**src/rtl/bank_mapper_pkg.sv**
```systemverilog
package bank_mapper_pkg;
  localparam int unsigned CPU_AW   = 24;
  localparam int unsigned BANK_W   = 8;
  localparam int unsigned GRP_W    = 3;
  localparam int unsigned NGRP     = 1 << GRP_W;
  localparam int unsigned OFF_W    = CPU_AW - BANK_W;
  localparam int unsigned PA_W     = 16;
  localparam int unsigned DW       = 32;
  localparam int unsigned SZ_W     = 2;
  localparam int unsigned MIN_PG_W = 10;
  localparam int unsigned RES_AW   = 13;

  localparam logic [BANK_W-1:0] BANK_NONE = '1;
  localparam logic [BANK_W-1:0] RES_BANK  = '0;
  localparam logic [PA_W-1:0]   RES_BASE  = 16'hE000;
  localparam logic [DW-1:0]     TRAP_WORD = 32'h0BAD_F00D;

  typedef struct packed {
    logic [PA_W-1:0] base;
    logic [SZ_W-1:0] size;
  } region_t;
endpackage

```
**src/rtl/bmap_regfile.sv**
```systemverilog
module bmap_regfile
  import bank_mapper_pkg::*;
(
  input  logic                          clk,
  input  logic                          rst_n,
  input  logic                          bank_we,
  input  logic                          region_we,
  input  logic [GRP_W-1:0]              cfg_grp,
  input  logic [BANK_W-1:0]             cfg_bank,
  input  logic [PA_W-1:0]               cfg_base,
  input  logic [SZ_W-1:0]               cfg_size,
  output logic [NGRP-1:0][BANK_W-1:0]   bank_q,
  output region_t [NGRP-1:0]            region_q
);
  for (genvar g = 0; g < NGRP; g++) begin : g_grp
    logic              bank_en, reg_en;
    logic [BANK_W-1:0] bank_d, bank_r;
    region_t           reg_d, reg_r;

    assign bank_en = bank_we   && (cfg_grp == GRP_W'(g));
    assign reg_en  = region_we && (cfg_grp == GRP_W'(g));

    always_comb begin
      bank_d = bank_en ? cfg_bank : bank_r;
      reg_d  = reg_en ? region_t'{base: cfg_base, size: cfg_size} : reg_r;
    end

    always_ff @(posedge clk or negedge rst_n) begin
      if (!rst_n) begin
        bank_r <= BANK_NONE;
        reg_r  <= '0;
      end else begin
        bank_r <= bank_d;
        reg_r  <= reg_d;
      end
    end

    assign bank_q[g]   = bank_r;
    assign region_q[g] = reg_r;
  end
endmodule

```
**src/rtl/bmap_xlate.sv**
```systemverilog
module bmap_xlate
  import bank_mapper_pkg::*;
(
  input  logic                          cpu_req,
  input  logic [CPU_AW-1:0]             cpu_addr,
  input  logic [NGRP-1:0][BANK_W-1:0]   bank_q,
  input  region_t [NGRP-1:0]            region_q,
  input  logic [DW-1:0]                 sram_rdata,
  output logic [DW-1:0]                 cpu_rdata,
  output logic                          cpu_miss,
  output logic                          sram_en,
  output logic [PA_W-1:0]               sram_addr,
  output logic [BANK_W-1:0]             acc_bank,
  output logic [GRP_W-1:0]              acc_grp
);
  logic [OFF_W-1:0]  off, page_mask;
  logic [BANK_W-1:0] sel_bank;
  region_t           sel_reg;
  logic              resident, loaded;
  logic [PA_W-1:0]   bank_addr, res_addr;

  always_comb begin
    acc_bank  = cpu_addr[CPU_AW-1 -: BANK_W];
    acc_grp   = acc_bank[BANK_W-1 -: GRP_W];
    off       = cpu_addr[OFF_W-1:0];
    resident  = (acc_bank == RES_BANK);
    sel_bank  = bank_q[acc_grp];
    sel_reg   = region_q[acc_grp];
    loaded    = (sel_bank == acc_bank) && (sel_bank != BANK_NONE);
    page_mask = (OFF_W'(1) << (MIN_PG_W + 32'(sel_reg.size))) - OFF_W'(1);
    bank_addr = sel_reg.base + PA_W'(off & page_mask);
    res_addr  = RES_BASE + PA_W'(off[RES_AW-1:0]);
    sram_en   = cpu_req && (resident || loaded);
    cpu_miss  = cpu_req && !resident && !loaded;
    sram_addr = resident ? res_addr : bank_addr;
    cpu_rdata = cpu_miss ? TRAP_WORD : sram_rdata;
  end
endmodule

```
**src/rtl/bmap_status.sv**
```systemverilog
module bmap_status
  import bank_mapper_pkg::*;
(
  input  logic              clk,
  input  logic              rst_n,
  input  logic              miss_evt,
  input  logic [BANK_W-1:0] miss_bank,
  input  logic [GRP_W-1:0]  miss_grp,
  input  logic              sts_rd,
  output logic              sts_miss,
  output logic [BANK_W-1:0] sts_bank,
  output logic [GRP_W-1:0]  sts_grp
);
  logic              flag_d, flag_q;
  logic [BANK_W-1:0] bank_d, bank_r;
  logic [GRP_W-1:0]  grp_d, grp_r;

  always_comb begin
    flag_d = flag_q;
    bank_d = bank_r;
    grp_d  = grp_r;
    if (miss_evt) begin
      flag_d = 1'b1;
      bank_d = miss_bank;
      grp_d  = miss_grp;
    end else if (sts_rd) begin
      flag_d = 1'b0;
    end
  end

  always_ff @(posedge clk or negedge rst_n) begin
    if (!rst_n) begin
      flag_q <= 1'b0;
      bank_r <= '0;
      grp_r  <= '0;
    end else begin
      flag_q <= flag_d;
      bank_r <= bank_d;
      grp_r  <= grp_d;
    end
  end

  assign sts_miss = flag_q;
  assign sts_bank = bank_r;
  assign sts_grp  = grp_r;
endmodule

```
**src/rtl/bank_mapper.sv**
```systemverilog
module bank_mapper
  import bank_mapper_pkg::*;
(
  input  logic              clk,
  input  logic              rst_n,
  input  logic              cpu_req,
  input  logic [CPU_AW-1:0] cpu_addr,
  output logic [DW-1:0]     cpu_rdata,
  output logic              cpu_miss,
  output logic              sram_en,
  output logic [PA_W-1:0]   sram_addr,
  input  logic [DW-1:0]     sram_rdata,
  input  logic              bank_we,
  input  logic              region_we,
  input  logic [GRP_W-1:0]  cfg_grp,
  input  logic [BANK_W-1:0] cfg_bank,
  input  logic [PA_W-1:0]   cfg_base,
  input  logic [SZ_W-1:0]   cfg_size,
  input  logic              sts_rd,
  output logic              sts_miss,
  output logic [BANK_W-1:0] sts_bank,
  output logic [GRP_W-1:0]  sts_grp
);
  logic [1:0] rst_pipe_d, rst_pipe_q;
  logic       rst_sync_n;

  assign rst_pipe_d = {rst_pipe_q[0], 1'b1};

  always_ff @(posedge clk or negedge rst_n) begin
    if (!rst_n) rst_pipe_q <= '0;
    else        rst_pipe_q <= rst_pipe_d;
  end
  assign rst_sync_n = rst_pipe_q[1];

  logic [NGRP-1:0][BANK_W-1:0] bank_q;
  region_t [NGRP-1:0]          region_q;
  logic [BANK_W-1:0]           acc_bank;
  logic [GRP_W-1:0]            acc_grp;

  bmap_regfile u_regs (
    .clk(clk), .rst_n(rst_sync_n), .bank_we(bank_we), .region_we(region_we),
    .cfg_grp(cfg_grp), .cfg_bank(cfg_bank), .cfg_base(cfg_base),
    .cfg_size(cfg_size), .bank_q(bank_q), .region_q(region_q)
  );

  bmap_xlate u_xlate (
    .cpu_req(cpu_req), .cpu_addr(cpu_addr), .bank_q(bank_q),
    .region_q(region_q), .sram_rdata(sram_rdata), .cpu_rdata(cpu_rdata),
    .cpu_miss(cpu_miss), .sram_en(sram_en), .sram_addr(sram_addr),
    .acc_bank(acc_bank), .acc_grp(acc_grp)
  );

  bmap_status u_sts (
    .clk(clk), .rst_n(rst_sync_n), .miss_evt(cpu_miss), .miss_bank(acc_bank),
    .miss_grp(acc_grp), .sts_rd(sts_rd), .sts_miss(sts_miss),
    .sts_bank(sts_bank), .sts_grp(sts_grp)
  );

  AST_MISS_TRAPS: assert property (@(posedge clk) disable iff (!rst_sync_n)
    cpu_miss |-> (!sram_en && cpu_rdata == TRAP_WORD));
  AST_RESIDENT_HITS: assert property (@(posedge clk) disable iff (!rst_sync_n)
    (cpu_req && cpu_addr[CPU_AW-1 -: BANK_W] == RES_BANK) |-> (sram_en && !cpu_miss));
  AST_RESERVED_MISSES: assert property (@(posedge clk) disable iff (!rst_sync_n)
    (cpu_req && cpu_addr[CPU_AW-1 -: BANK_W] == BANK_NONE) |-> cpu_miss);
  AST_WRITE_NEXT_HITS: assert property (@(posedge clk) disable iff (!rst_sync_n)
    (bank_we && cfg_bank != BANK_NONE && cfg_bank != RES_BANK &&
     cfg_bank[BANK_W-1 -: GRP_W] == cfg_grp)
    |=> !(cpu_req && cpu_miss && cpu_addr[CPU_AW-1 -: BANK_W] == $past(cfg_bank)));
  AST_MISS_LATCHED: assert property (@(posedge clk) disable iff (!rst_sync_n)
    cpu_miss |=> (sts_miss && sts_bank == $past(cpu_addr[CPU_AW-1 -: BANK_W])));
  AST_READ_CLEARS: assert property (@(posedge clk) disable iff (!rst_sync_n)
    (sts_rd && !cpu_miss) |=> !sts_miss);
endmodule

```
**config.mk**
```make
export PLATFORM = sky130hd
export DESIGN_NAME = bank_mapper
export DESIGN_NICKNAME = d
export VERILOG_FILES = /design/src/rtl/bank_mapper_pkg.sv /design/src/rtl/bmap_regfile.sv /design/src/rtl/bmap_xlate.sv /design/src/rtl/bmap_status.sv /design/src/rtl/bank_mapper.sv
export SDC_FILE = /design/constraint.sdc
export NUM_CORES = 1
export LEC_CHECK = 0
export BUFFER_PORTS_ARGS = -buffer_cell sky130_fd_sc_hd__clkbuf_2
export CORE_MARGIN = 3
export CORE_UTILIZATION = 35
export CTS_CLUSTER_SIZE = 16
export DETAILED_ROUTE_END_ITERATION = 7
export PLACE_DENSITY = 0.53
export SYNTH_ARGS = -nofsm -noshare
export SYNTH_HDL_FRONTEND = slang
export SYNTH_SLANG_ARGS = --single-unit
```
**constraint.sdc**
```tcl
create_clock -name clk -period 8.1 [get_ports clk]
set_input_delay 2.025 -clock clk [delete_from_list [all_inputs] [get_ports clk]]
set_output_delay 2.025 -clock clk [all_outputs]
set_load 0.005 [all_outputs]
```
== After elaboration in Yosys (flattened, before gate mapping) ==
Cells that the tools add are included.

* Memories: 0
* Flip-flop bits (word level): 222
* Bits in read-only memories: 0
* Bits in latches: 0
* Input bits: 91
* RAM bits: 0

* Equality and inequality tests: 9
* Shift-type cells: 1
* Add/subtract/negate cells: 4
* Muxes and demuxes: 8
* Reductions and logical operators: 26
* Bitwise gates (word level): 1
* $lt $le $gt $ge: 1
* Div/mod/pow operators: 0
* Multipliers: 0

{| class="wikitable"
|+ Operator list
! kind !! count
|-
| binary-select mux 18 bit (select 3 bit) || 1
|-
| two-way mux 32 bit || 1
|-
| left shift 1 x 32 -> 16 bit (first input constant) || 1
|-
| binary-select mux 8 bit (select 3 bit) || 1
|-
| logical AND 1 bit || 20
|-
| two-way mux 18 bit || 1
|-
| adder 16 bit || 1
|-
| AND 16 bit || 1
|-
| two-way mux 16 bit || 1
|-
| subtractor 16 x 2 -> 16 bit (second input constant) || 1
|-
| adder 14 x 14 -> 15 bit (first input constant) || 1
|-
| == test 3 bit (second input constant) || 4
|-
| == test 8 bit || 1
|-
| zero test 8 bit || 1
|-
| two-way mux 8 bit || 1
|-
| inequality test 8 bit (second input constant) || 1
|-
| == test 3 x 2 -> 1 bit (second input constant) || 2
|-
| adder 4 x 2 -> 5 bit (first input constant) || 1
|-
| < comparator 3 x 4 -> 1 bit (second input constant) || 1
|-
| == test 3 x 1 -> 1 bit (second input constant) || 1
|-
| zero test 3 bit || 1
|-
| zero test 1 bit || 2
|-
| two-way mux 1 bit || 2
|-
| nonzero test 2 bit || 1
|-
| logical OR 1 bit || 1
|}

== Depth between registers and ports, before layout ==
Gate-level depths: netlist of run 1.

* Depth after elaboration: 8
* Mapped depth: 18
* Mapped depth without buffers: 14

== Modules after synthesis ==
A second synthesis of run 1 with hierarchy kept.

* Cell total of the unflattened synthesis: 793
* Area total of the unflattened synthesis: 11614.9 µm²

{| class="wikitable"
|+ By module, submodules not included
! module !! cells an instance !! area an instance (µm²) !! times used
|-
| bmap_regfile || 451 || 8089.0 || 1
|-
| bmap_xlate || 313 || 2990.4 || 1
|-
| bmap_status || 26 || 481.7 || 1
|-
| bank_mapper || 3 || 53.8 || 1
|}

== Worst setup path after synthesis of run 1 ==
No wires, ideal clock.

* Path kind: input -> output
* From: input cpu_addr[21]
* To: output sram_addr[15]
* Data required time: 6.075 ns
* Slack: 0.464 ns
* Cell stages on the path: 15
* Path buffers: 3
* Arrival: 5.611 ns
* Cell sequence: buf_4 buf_1 buf_1 mux4_2 nand2_1 nand2_1 ha_1 o21a_1 a21oi_1 o21ai_0 a211oi_1 o21bai_1 o21ai_0 o21ai_0 a21oi_1

* Word-level cells in the longest chain between the ends: 8
* Elaborated cells between the ends (all ways): 9

{| class="wikitable"
|+ Ends and longest elaborated chain
! element !! RTL line !! text
|-
| start: declaration || bank_mapper.sv:7 || <nowiki>input logic [CPU_AW-1:0] cpu_addr,</nowiki>
|-
| binary-select mux 18 bit (select 3 bit) || bmap_xlate.sv:28 || <nowiki>sel_reg = region_q[acc_grp];</nowiki>
|-
| two-way mux 18 bit (implied by the code) || bmap_xlate.sv:28 ||
|-
| adder 4 x 2 -> 5 bit || bmap_xlate.sv:30 || <nowiki>page_mask = (OFF_W'(1) << (MIN_PG_W + 32'(sel_reg.size))) - OFF_W'(1);</nowiki>
|-
| left shift 1 x 32 -> 16 bit || bmap_xlate.sv:30 ||
|-
| subtractor 16 x 2 -> 16 bit || bmap_xlate.sv:30 ||
|-
| AND 16 bit || bmap_xlate.sv:31 || <nowiki>bank_addr = sel_reg.base + PA_W'(off & page_mask);</nowiki>
|-
| adder 16 bit || bmap_xlate.sv:31 ||
|-
| two-way mux 16 bit * || bmap_xlate.sv:35 || <nowiki>sram_addr = resident ? res_addr : bank_addr;</nowiki>
|-
| end: declaration || bank_mapper.sv:11 || <nowiki>output logic [PA_W-1:0] sram_addr,</nowiki>
|}

Mark *: on every way between the ends. The rest lies on a longest branch, timed or not. The select of a mux whose other input is x is not followed.

== Final worst setup path of run 1 ==
Same ends and word-level chain as after synthesis.

==> summary.txt, run 1 <==
Routing
  – Number of DRC markers after the initial detailed-route iteration: 283
  – Via count: between 7k and 8k
  – ANT nets after route: 0
  – Routed wire length: 28200 µm
  – Routed via count divided by cell count: 5.22
  – Number of DRC violations after detailed routing: 0
  – Drt wl/cell: ~20 µm
  – First-pass iteration count of the detailed router: 4

Pwr
  – Total power divided by cell area: 257 nW/µm²
  – Worst IR drop on VDD: 167 µV
  – Switching Power: between 0.9 and 1 mW
  – Clock share of power: 0.320
  – Combinational cell fraction of total power: 0.235
  – Internal Dissipation: 2.46 mW
  – Sw Share: 0.271
  – Sequential fraction of design power: 0.444
  – Total power: 3.37 mW
  – Static Leak: 5.72 nW

Placed design
  – Post-DP HPWL: approximately 19000 µm
  – Count of input and output buffers: 149
  – Final weighted congestion of routability-driven global placement: around 0.78
  – Placed Area: about 12000 µm²

STA
  – Final Hold Vio Count: 0
  – Final setup skew: 0.0165 ns
  – Post-route setup TNS: 0 ns
  – Final critical-path share of the clock period: 0.937
  – Slew at the pin closest to its max-slew limit: around 1.0 ns
  – Final hold slack: 0.349 ns
  – Max-slew headroom at the worst pin: 0.332
  – Peak Freq: about 130 MHz
  – Final min period: 7.59 ns
  – Number of max-slew violations in the final report: 0
  – Endpoints failing setup: 0
  – RSZ-0062 raised after global routing: false

Synthesis
  – Post-Synth XOR/XNOR Area: 0.0126
  – Flop and latch count out of synthesis: 219
  – Number of warnings printed during yosys synthesis: 0
  – Average cell area after synthesis: 13.5 µm²
  – Post-Synth Simple-Gate Area: 0.0786
  – Async SR Flop Fraction: 1.00
  – Portion of the post-synthesis area used by sequential elements: 0.500
  – Number of distinct standard cells referenced by the synthesized netlist: 54
  – Dominant register cell in the synthesized netlist: sky130_fd_sc_hd__dfrtp_1
  – Count of flip-flops with a built-in enable after synthesis: 0
  – Mux contribution to synthesized area: 0.325
  – Compound-Gate Fraction of Synth Area: 0.0401
  – Dominant combinational cell family by area after synthesis: multiplexers
  – Netlist Area Pre-Place: 11100 µm²
  – Area share of fa/ha/maj cells after synthesis: 0.0198
  – Synthesized instance count: 824

Floorplanning
  – Floorplan row count: 64
  – Die Span X: 184 µm
  – Total die area: 33900 µm²
  – Number of ports placed on the die boundary: between 150 and 200
  – DIE HEIGHT: between 150 and 200 µm
  – Effective utilization at floorplan: 0.360
  – Placeable core region: between 30000 and 40000 µm²

Layout
  – Final core area utilization: 0.425
  – Filler cell count in the final layout: 2914
  – Area Growth Syn to Fin: 18.1%
  – Proportion of layout cells with a drive suffix above 1: 0.537
  – Post-route design area: between 10000 and 15000 µm²
  – Multi-input gate area: ~5300 µm²
  – Total area of sequential cells: 5560 µm²
  – Final nets: 1086
  – Most used cells in the layout excluding fill and tap cells: 210 x sky130_fd_sc_hd__mux2_2, 154 x sky130_fd_sc_hd__dfrtp_1, 148 x sky130_fd_sc_hd__clkbuf_2
  – Most common cell after layout, fill and taps aside: sky130_fd_sc_hd__mux2_2

GRT
  – Number of global-route vias before repair: about 7.4k
  – Pin count of the biggest net entering global routing: 80
  – Wire length of the first global-routing pass: 43300 µm
  – Initial antenna violation count: 2
  – GRT overflow: 0
  – Gr usage total: 0.164

Status
  – Result of the run: complete, no violations

Clock tree
  – TritonCTS clock tree: built
  – CTS Hold Buffers Added: 0
  – Register clock-pin slew on the reported worst setup and hold paths: approximately 0.050 ns
  – Max Root-Sink Buffers: 3
  – Clock Sink Count: 219
  – Total clock buffers created by CTS: 25
  – CTS H-Tree Depth: 1
  – Resized cells post-CTS: 0
  – Clock insertion delay at the later pin of the skew report: 0.52 ns
  – Cell chosen for the clock root: sky130_fd_sc_hd__clkbuf_16
  – Setup bufs post-CTS: 0

Worst hold path
  – Classification of the worst-slack hold path: reg2reg

Critical path
  – Worst EP arrival: 5.57 ns
  – Kind of end point of the critical path: primary output
  – CP max FO: 15
  – Element type at the critical path start: input pin
  – Data required time of the critical path: 6.08 ns
  – Start-to-end type of the worst setup path: in2out

Job
  – # Max-Cap Violations: 0
flip-flops by register name (all words and copies together), names as in the netlist:
signal and flops:
rst_pipe_q 2, u_regs.g_grp.bank_r 64, u_sts.sts_bank 5, u_sts.sts_miss 1, u_regs.region_q 144, u_sts.sts_grp 3
Yosys cell counts (8+ instances only):
| master | number | area share |
|---|---|---|
| sky130_fd_sc_hd__a21oi_1 | 22 | 0.0099 |
| sky130_fd_sc_hd__a22o_1 | 8 | 0.0063 |
| sky130_fd_sc_hd__and2_1 | 18 | 0.010 |
| sky130_fd_sc_hd__clkbuf_1 | 21 | 0.0071 |
| sky130_fd_sc_hd__dfrtp_1 | 155 | 0.35 |
| sky130_fd_sc_hd__dfstp_2 | 64 | 0.15 |
| sky130_fd_sc_hd__ha_1 | 16 | 0.018 |
| sky130_fd_sc_hd__mux2_2 | 210 | 0.21 |
| sky130_fd_sc_hd__mux2i_1 | 14 | 0.013 |
| sky130_fd_sc_hd__mux4_2 | 48 | 0.097 |
| sky130_fd_sc_hd__nand2_1 | 67 | 0.023 |
| sky130_fd_sc_hd__nand2b_1 | 22 | 0.012 |
| sky130_fd_sc_hd__nand3_1 | 17 | 0.0077 |
| sky130_fd_sc_hd__nor2_1 | 20 | 0.0068 |
| sky130_fd_sc_hd__o21ai_0 | 13 | 0.0059 |
| sky130_fd_sc_hd__xor2_1 | 12 | 0.0095 |
metrics by stage:
step                      worst slack, ns  instances
after floorplan                     0.464        827
after global placement              0.493       1347
after detailed placement            0.465       1347
after CTS                           0.456       1393
after global routing                0.144       1393
final                               0.509       1394
worst paths after layout:
| check | from | end | slack (ns) | depth (start not counted) |
|---|---|---|---|---|
| setup / recovery | cpu_addr[21] | sram_addr[15] | 0.51 | 15 |
| hold / removal | rst_pipe_q[0] | rst_pipe_q[1] | 0.35 | 0 |
| setup reg to reg | u_regs.g_grp[5].bank_r[4] | u_sts.sts_bank[2] | 5.04 | 8 |
| hold reg to reg | rst_pipe_q[0] | rst_pipe_q[1] | 0.35 | 0 |
| max in group asynchronous | rst_pipe_q[1] | u_regs.region_q[42] | 6.09 | 1 |
| min in group asynchronous | rst_pipe_q[1] | u_regs.region_q[112] | 0.46 | 0 |
logic make-up after synthesis:
group / Yosys count
multiplexers: 274
XOR/XNOR: 16
AO/OA/AOI/OAI: 68
AND/OR/NAND/NOR: 177
adder cells (fa/ha/maj): 17
buffers and inverters: 51
flip-flops: 219
other: 2
worst max-delay path, stage by stage:
cell and delay, ns:
sky130_fd_sc_hd__buf_4 0.29, sky130_fd_sc_hd__mux4_2 0.55, sky130_fd_sc_hd__nand2_1 0.08, sky130_fd_sc_hd__and2_1 0.23, sky130_fd_sc_hd__inv_1 0.07, sky130_fd_sc_hd__ha_1 0.29
sky130_fd_sc_hd__a211o_1 0.29, sky130_fd_sc_hd__a21oi_1 0.21, sky130_fd_sc_hd__o21ai_0 0.19, sky130_fd_sc_hd__a211oi_1 0.34, sky130_fd_sc_hd__o21bai_1 0.15, sky130_fd_sc_hd__o21ai_0 0.38
sky130_fd_sc_hd__o21ai_0 0.13, sky130_fd_sc_hd__a21oi_1 0.17, sky130_fd_sc_hd__clkbuf_2 0.15
layout make-up:
| cell class | count | area share |
|---|---|---|
| antenna | 1 | 0.000191 |
| clock buffer | 42 | 0.0578 |
| clock inverter | 4 | 0.00210 |
| inverter | 8 | 0.00229 |
| multi-input combinational | 557 | 0.406 |
| sequential | 219 | 0.424 |
| tap | 396 | 0.0377 |
| timing repair buffer | 167 | 0.0701 |
power by group through the flow:
stage	clock network [mW]	logic (mW)	registers, mW
floorplan	0	0.572	1.49
global placement	0	0.791	1.51
detailed placement	0	0.803	1.52
CTS	1.11	0.805	1.50
global route	1.15	0.879	1.53
finish	1.08	0.793	1.50
layer usage:
layer / GRT usage / part of all wire / up-vias
met5: 0 / 0.00085 / -
met4: 0.0305 / 0.012 / 4
met3: 0.0310 / 0.057 / 34
met2: 0.274 / 0.47 / 185
met1: 0.227 / 0.46 / 3720
li1: - / - / 3329
Note: power is estimated with default switching activity, not from simulation.
==> run 2: changes to the inputs <==
--- a/config.mk
+++ b/config.mk
@@ -5,12 +5,12 @@
 export SDC_FILE = /design/constraint.sdc
 export NUM_CORES = 1
 export LEC_CHECK = 0
-export BUFFER_PORTS_ARGS = -buffer_cell sky130_fd_sc_hd__clkbuf_2
 export CORE_MARGIN = 3
 export CORE_UTILIZATION = 35
 export CTS_CLUSTER_SIZE = 16
 export DETAILED_ROUTE_END_ITERATION = 7
-export PLACE_DENSITY = 0.53
+export DONT_BUFFER_PORTS = 1
+export PLACE_DENSITY = 0.49
 export SYNTH_ARGS = -nofsm -noshare
 export SYNTH_HDL_FRONTEND = slang
 export SYNTH_SLANG_ARGS = --single-unit
==> run 2 against run 1 <==
Combinational power decreased by 13%. Design area is 5.4% lower. Hold slack improved by 0.0032 ns. Sequential share of layout area grew 2.4 points. Critical path type unchanged. Non-clock buffer count is 154 lower. Clock skew is 0.0054 ns higher. Fmax up 6.2%. First-iteration DRC count grew 5.3%.
==> summary.txt, run 2 (synthesized netlist as in run 1, its figures left out) <==
Routing
  – Routed wire length: 28800 µm (was 28200 µm)
  – Routed via count divided by cell count: 5.50 (was 5.22)
  – Drt wl/cell: 23.2 µm (was 20.2 µm)
  – Number of DRC markers after the initial detailed-route iteration: 298 (was 283)
  – ANT nets after route: 0 (unchanged)
  – Via count: 6821 (was 7272)
  – Number of DRC violations after detailed routing: 0 (unchanged)
  – First-pass iteration count of the detailed router: 4 (unchanged)

Layout
  – Antenna diode count: 0 (was 1)
  – Post-route design area: 12400 µm² (was 13100 µm²)
  – Final nets: 933 (was 1086)
  – Proportion of layout cells with a drive suffix above 1: 0.461 (was 0.537)
  – Most used cells in the layout excluding fill and tap cells: 210 x sky130_fd_sc_hd__mux2_2, 154 x sky130_fd_sc_hd__dfrtp_1, 67 x sky130_fd_sc_hd__nand2_1 (was 210 x sky130_fd_sc_hd__mux2_2, 154 x sky130_fd_sc_hd__dfrtp_1, 148 x sky130_fd_sc_hd__clkbuf_2)
  – Filler cell count in the final layout: 2878 (was 2914)
  – Area Growth Syn to Fin: 11.7% (was 18.1%)
  – Most common cell after layout, fill and taps aside: sky130_fd_sc_hd__mux2_2 (unchanged)
  – Flip-flop count of the largest register, all copies and words added: 144 (unchanged)

Critical path
  – Worst EP arrival: 5.12 ns (was 5.57 ns)
  – Element type at the critical path start: input pin (unchanged)
  – CP max FO: 46 (was 15)
  – Data required time of the critical path: 6.08 ns (about the same)
  – Start-to-end type of the worst setup path: in2out (unchanged)
  – Register-to-register setup slack: 5.02 ns (was 5.04 ns)
  – Kind of end point of the critical path: primary output (unchanged)

Floorplanning
  – Number of ports placed on the die boundary: 153 (unchanged)
  – Floorplan row count: 64 (unchanged)
  – Total die area: 33900 µm² (unchanged)
  – Effective utilization at floorplan: 0.360 (unchanged)
  – Die Span X: 184 µm (unchanged)
  – DIE HEIGHT: 184 µm (unchanged)
  – Placeable core region: 30900 µm² (unchanged)

Pwr
  – Switching Power: 0.884 mW (was 0.913 mW)
  – Total power divided by cell area: 274 nW/µm² (was 257 nW/µm²)
  – Combinational cell fraction of total power: 0.202 (was 0.235)
  – Total power: 3.40 mW (was 3.37 mW)
  – Sequential fraction of design power: 0.444 (about the same)
  – Clock share of power: 0.355 (was 0.320)
  – Internal Dissipation: 2.52 mW (was 2.46 mW)
  – Worst IR drop on VDD: 171 µV (was 167 µV)
  – Static Leak: 5.12 nW (was 5.72 nW)
  – Sw Share: 0.260 (was 0.271)

GRT
  – Pin count of the biggest net entering global routing: 87 (was 80)
  – Wire length of the first global-routing pass: 44500 µm (was 43300 µm)
  – GRT overflow: 0 (unchanged)
  – Number of global-route vias before repair: 7497 (was 7350)
  – Initial antenna violation count: 0 (was 2)
  – GR Util met1: 0.199 (was 0.227)
  – Met3 global-route usage: 0.0448 (was 0.0310)
  – Grt met2 use: 0.315 (was 0.274)
  – Gr usage total: 0.171 (was 0.164)
  – Highest-utilization routing layer at the global route stage: met2 (unchanged)

STA
  – Number of max-slew violations in the final report: 0 (unchanged)
  – Max-slew headroom at the worst pin: 0.260 (was 0.332)
  – RSZ-0062 raised after global routing: false (unchanged)
  – Final Worst Setup Slack: 0.952 ns (was 0.509 ns)
  – Final Hold Vio Count: 0 (unchanged)
  – Final min period: 7.15 ns (was 7.59 ns)
  – Endpoints failing setup: 0 (unchanged)
  – Final hold slack: 0.353 ns (was 0.349 ns)
  – Final critical-path share of the clock period: 0.882 (was 0.937)
  – Slew at the pin closest to its max-slew limit: 1.11 ns (was 1.00 ns)
  – Final setup skew: 0.0220 ns (was 0.0165 ns)
  – Peak Freq: 140 MHz (was 132 MHz)
  – Post-route setup TNS: 0 ns (unchanged)

Clock tree
  – TritonCTS clock tree: built (unchanged)
  – Cell chosen for the clock root: sky130_fd_sc_hd__clkbuf_16 (unchanged)
  – Max Root-Sink Buffers: 3 (unchanged)
  – CTS Hold Buffers Added: 0 (unchanged)
  – Register clock-pin slew on the reported worst setup and hold paths: 0.05 ns (about the same)
  – Clock insertion delay at the later pin of the skew report: 0.53 ns (was 0.52 ns)
  – CTS H-Tree Depth: 1 (unchanged)
  – Resized cells post-CTS: 0 (unchanged)
  – Clock Sink Count: 219 (unchanged)
  – Setup bufs post-CTS: 0 (unchanged)
  – Total clock buffers created by CTS: 26 (was 25)

Placed design
  – Final weighted congestion of routability-driven global placement: 0.782 (was 0.785)
  – Post-DP HPWL: 19200 µm (was 18700 µm)
  – Count of input and output buffers: 0 (was 149)
  – Placement-stage worst setup slack: 0.936 ns (was 0.465 ns)
  – Placed Area: 11500 µm² (was 12300 µm²)

Job
  – # Max-Cap Violations: 0 (unchanged)

Worst hold path
  – Classification of the worst-slack hold path: reg2reg (unchanged)

Status
  – Result of the run: complete, no violations (unchanged)
==> run 2: stage by stage <==
stage,util,instances
4_1_cts,0.402,1240
3_3_place_gp,0.373,1193
3_5_place_dp,0.373,1193
6_report,0.402,1240
5_1_grt,0.402,1240
2_1_floorplan,-,827
==> run 2: cell type report <==
| class | instances | area [µm²] | share of cell area |
|---|---|---|---|
| Clock buffer | 35 | 756 | 0.0609 |
| Sequential cell | 219 | 5560 | 0.448 |
| Inverter | 8 | 30.0 | 0.00242 |
| Multi-Input combinational cell | 557 | 5330 | 0.429 |
| Tap cell | 396 | 495 | 0.0399 |
| Timing Repair Buffer | 13 | 97.6 | 0.00786 |
| Clock inverter | 12 | 141 | 0.0114 |
==> run 2: power by group through the flow <==
stage / clock network [mW] / logic [mW] / registers, mW
after global placement: 0 / 0.670 / 1.50
after global routing: 1.29 / 0.760 / 1.54
after CTS: 1.24 / 0.696 / 1.51
final: 1.21 / 0.686 / 1.51
after floorplan: 0 / 0.572 / 1.49
after detailed placement: 0 / 0.693 / 1.53
==> run 2: per-layer routing <==
layer | vias to the layer above | share of wire | wire length, µm
li1 | 3015 | - | -
met1 | 3555 | 0.40 | 11400
met2 | 214 | 0.52 | 15000
met3 | 37 | 0.068 | 1950
met4 | 0 | 0.015 | 423
met5 | - | 0 | 0
==> run 2: worst max-delay path: stages <==
cell                       delay [ns]
sky130_fd_sc_hd__mux4_2          0.49
sky130_fd_sc_hd__nand2_1         0.08
sky130_fd_sc_hd__and2_1          0.18
sky130_fd_sc_hd__inv_1           0.06
sky130_fd_sc_hd__ha_1            0.28
sky130_fd_sc_hd__a211o_1         0.29
sky130_fd_sc_hd__a21oi_1         0.18
sky130_fd_sc_hd__o21ai_0         0.22
sky130_fd_sc_hd__a211oi_1        0.37
sky130_fd_sc_hd__o21bai_1        0.17
sky130_fd_sc_hd__o21ai_0         0.36
sky130_fd_sc_hd__o21ai_0         0.14
sky130_fd_sc_hd__a21oi_1         0.25
==> run 2: path summary, 6_finish.rpt <==
| check | from | end | depth (start not counted) |
|---|---|---|---|
| max | cpu_addr[21] | sram_addr[15] | 13 |
| min | rst_pipe_q[0] | rst_pipe_q[1] | 0 |
| max reg2reg | u_regs.g_grp[3].bank_r[4] | u_sts.sts_bank[1] | 8 |
| min reg2reg | rst_pipe_q[0] | rst_pipe_q[1] | 0 |
| max in group asynchronous | rst_pipe_q[1] | u_regs.region_q[93] | 1 |
| min in group asynchronous | rst_pipe_q[1] | u_regs.region_q[22] | 0 |
==> run 3: changes to the inputs <==
--- a/config.mk
+++ b/config.mk
@@ -10,7 +10,7 @@
 export CTS_CLUSTER_SIZE = 16
 export DETAILED_ROUTE_END_ITERATION = 7
 export DONT_BUFFER_PORTS = 1
-export PLACE_DENSITY = 0.49
+export PLACE_DENSITY_LB_ADDON = 0.1
 export SYNTH_ARGS = -nofsm -noshare
 export SYNTH_HDL_FRONTEND = slang
 export SYNTH_SLANG_ARGS = --single-unit
==> constraint.sdc (replaced) <==
create_clock -name clk -period 6.4 [get_ports clk]
set_input_delay 1.6 -clock clk [delete_from_list [all_inputs] [get_ports clk]]
set_output_delay 1.6 -clock clk [all_outputs]
set_load 0.005 [all_outputs]
==> run 3 against run 2 <==
Hold slack worse by 0.0011 ns. Die area unchanged. Sequential power up 26%. Final cell count about the same. Largest cell class unchanged.
==> summary.txt, run 3 (synthesized netlist as in run 1, its figures left out) <==
Critical path
  – Data required time of the critical path: 4.80 ns (was 6.08 ns)
  – Start-to-end type of the worst setup path: in2out (unchanged)
  – Crit Reg-Reg Startpoint: u_regs.g_grp[3].bank_r[4] (unchanged)
  – Reg2Reg Capture Point: u_sts.sts_grp[0] (was u_sts.sts_bank[1])
  – Max incr delay on CP: 0.48 ns (was 0.49 ns)
  – Kind of end point of the critical path: primary output (unchanged)
  – Cell with the largest stage delay on the worst path: sky130_fd_sc_hd__mux4_2 (unchanged)
  – CP max FO: 46 (unchanged)
  – Cell-by-cell listing of the critical path: mux4_2 > nand2_1 > and2_1 > inv_1 > ha_1 > a211o_1 > a21oi_1 > o21ai_0 > a211oi_1 > o21bai_1 > a21oi_1 > xor2_1 > o21ai_0 > buf_4 (was mux4_2 > nand2_1 > and2_1 > inv_1 > ha_1 > a211o_1 > a21oi_1 > o21ai_0 > a211oi_1 > o21bai_1 > o21ai_0 > o21ai_0 > a21oi_1)
  – Element type at the critical path start: input pin (unchanged)
  – Register-to-register setup slack: 3.64 ns (was 5.02 ns)
  – Worst EP arrival: 4.53 ns (was 5.12 ns)
  – Count of cells along the worst register-to-register path: 8 (unchanged)

STA
  – Final setup skew: 0.0162 ns (was 0.0220 ns)
  – Final Hold Vio Count: 0 (unchanged)
  – Slew at the pin closest to its max-slew limit: 1.17 ns (was 1.11 ns)
  – Peak Freq: between 150 and 200 MHz
  – RSZ-0062 raised after global routing: false (unchanged)
  – Endpoints failing setup: 0 (unchanged)
  – Post-route setup TNS: 0 ns (unchanged)
  – Number of max-slew violations in the final report: 0 (unchanged)
  – Final critical-path share of the clock period: 0.958
  – Max-slew headroom at the worst pin: 0.222 (was 0.260)
  – Final min period: just over 6 ns
  – Final hold slack: 0.352 ns (was 0.353 ns)

Clock tree
  – Cell chosen for the clock root: sky130_fd_sc_hd__clkbuf_16 (unchanged)
  – TritonCTS clock tree: built (unchanged)
  – Clock insertion delay at the later pin of the skew report: 0.53 ns (about the same)
  – Clock Sink Count: 219 (unchanged)
  – CTS H-Tree Depth: 1 (unchanged)
  – Register clock-pin slew on the reported worst setup and hold paths: 0.05 ns (about the same)
  – Total clock buffers created by CTS: 26 (unchanged)
  – Max Root-Sink Buffers: 3 (unchanged)

Layout
  – Proportion of layout cells with a drive suffix above 1: 0.460 (was 0.461)
  – Final nets: 935 (was 933)
  – Most common cell after layout, fill and taps aside: sky130_fd_sc_hd__mux2_2 (unchanged)
  – Most used cells in the layout excluding fill and tap cells: 210 x sky130_fd_sc_hd__mux2_2, 154 x sky130_fd_sc_hd__dfrtp_1, 67 x sky130_fd_sc_hd__nand2_1 (unchanged)
  – Flip-flop count of the largest register, all copies and words added: 144 (unchanged)
  – Area Growth Syn to Fin: 11.6% (was 11.7%)
  – Antenna diode count: 0 (unchanged)

GRT
  – Wire length of the first global-routing pass: 44500 µm (about the same)
  – Pin count of the biggest net entering global routing: 87 (unchanged)
  – Gr usage total: 0.170 (was 0.171)
  – Initial antenna violation count: 0 (unchanged)
  – GRT overflow: 0 (unchanged)
  – Number of global-route vias before repair: 7552 (was 7497)

Pwr
  – Total power divided by cell area: 343 nW/µm² (was 274 nW/µm²)
  – Internal Dissipation: 3.14 mW (was 2.52 mW)
  – Static Leak: 5.11 nW (was 5.12 nW)
  – Sequential fraction of design power: 0.449 (was 0.444)
  – Switching Power: 1.11 mW (was 0.884 mW)
  – Sw Share: 0.260 (about the same)
  – Combinational cell fraction of total power: 0.207 (was 0.202)
  – Worst IR drop on VDD: 202 µV (was 171 µV)
  – Clock share of power: 0.345 (was 0.355)

Floorplanning
  – Floorplan row count: 64 (unchanged)
  – Effective utilization at floorplan: 0.360 (unchanged)
  – DIE HEIGHT: 184 µm (unchanged)
  – Total die area: 33900 µm² (unchanged)
  – Die Span X: 184 µm (unchanged)
  – Number of ports placed on the die boundary: 153 (unchanged)
  – Placeable core region: 30900 µm² (unchanged)

Status
  – Result of the run: complete, no violations (unchanged)

Routing
  – Via count: 6767 (was 6821)
  – Routed via count divided by cell count: 5.45 (was 5.50)
  – Number of DRC markers after the initial detailed-route iteration: 328 (was 298)
  – Number of DRC violations after detailed routing: 0 (unchanged)
  – Drt wl/cell: 23.2 µm (about the same)
  – First-pass iteration count of the detailed router: 4 (unchanged)
  – ANT nets after route: 0 (unchanged)
  – Routed wire length: 28800 µm (about the same)

Worst hold path
  – Classification of the worst-slack hold path: reg2reg (unchanged)
  – Hold-critical path depth: 0 (unchanged)
  – Startpoint of the worst hold path: rst_pipe_q[0] (unchanged)
  – Hold Path End: rst_pipe_q[1] (unchanged)

Placed design
  – Count of input and output buffers: 0 (unchanged)
  – Final weighted congestion of routability-driven global placement: 0.786 (was 0.782)
  – Post-DP HPWL: 19200 µm (about the same)

Job
  – # Max-Cap Violations: 0 (unchanged)
==> run 3: cell count changes in the layout (fill, tap and decap cells not counted), sizes merged <==
cell    change
buf         +2
bufinv      -2
clkbuf      +2
inv         -1
==> run 3: critical path, delay by kind of cell <==
family                     cells  cell delay, ns
AOI/OAI and AO/OA              7            1.54
xor gates and xnor gates       1            0.15
adders and majority gates      1            0.28
buffers and inverters          2            0.23
muxes                          1            0.48
and+or+nand+nor                2            0.24
==> run 3: per-stage QoR <==
stage               std cells  total power [mW]  cell area (µm²)  utilization  setup WS [ns]
finish                   1241              4.25            12400        0.401          0.269
global route             1241              4.49            12400        0.401         0.0697
CTS                      1241              4.31            12400        0.401          0.196
detailed placement       1195              2.82            11500        0.373          0.206
global placement         1195              2.76            11500        0.373          0.212
floorplan                 827              2.60            11100            -         0.0488
==> run 3: cell type report <==
type | count | area (µm²)
tap | 396 | 495
multi-input combinational | 557 | 5340
clock inverter | 9 | 71.3
timing repair buffer | 15 | 113
inverter | 8 | 30.0
fill | 2884 | 18500
sequential | 219 | 5560
clock buffer | 37 | 795
==> run 3: worst max-delay path by stage <==
stage	startpoint	end	slack, ns	depth (start not counted)
after detailed placement	cpu_addr[21]	sram_addr[15]	0.21	13
final	cpu_addr[21]	sram_addr[11]	0.27	14
after global placement	cpu_addr[21]	sram_addr[15]	0.21	13
after floorplan	cpu_addr[22]	sram_addr[15]	0.05	16
after CTS	cpu_addr[21]	sram_addr[15]	0.20	13
after global routing	cpu_addr[21]	sram_addr[15]	0.07	13
==> run 3: routing by layer <==
layer,GRT usage,share of wire,up-vias
met5,0,0,-
met4,0.0372,0.019,0
met3,0.0387,0.059,38
met2,0.307,0.51,191
met1,0.209,0.41,3518
li1,-,-,3020
==> run 3: what timing repair did <==
| item | in CTS | in global routing |
|---|---|---|
| setup endpoints to repair | 0 | 1 |
| buffers inserted | 0 | 0 |
| hold buffers | 0 | 0 |
| gates resized for setup | 0 | 1 |
| endpoints found under the hold margin | 0 | 0 |
==> run 3: power by group through the flow <==
stage,sequential [mW],combinational [mW],clock (mW)
2_1_floorplan,1.88,0.725,0
3_3_place_gp,1.90,0.863,0
3_5_place_dp,1.93,0.889,0
4_1_cts,1.91,0.891,1.51
5_1_grt,1.95,0.974,1.57
6_report,1.91,0.878,1.47
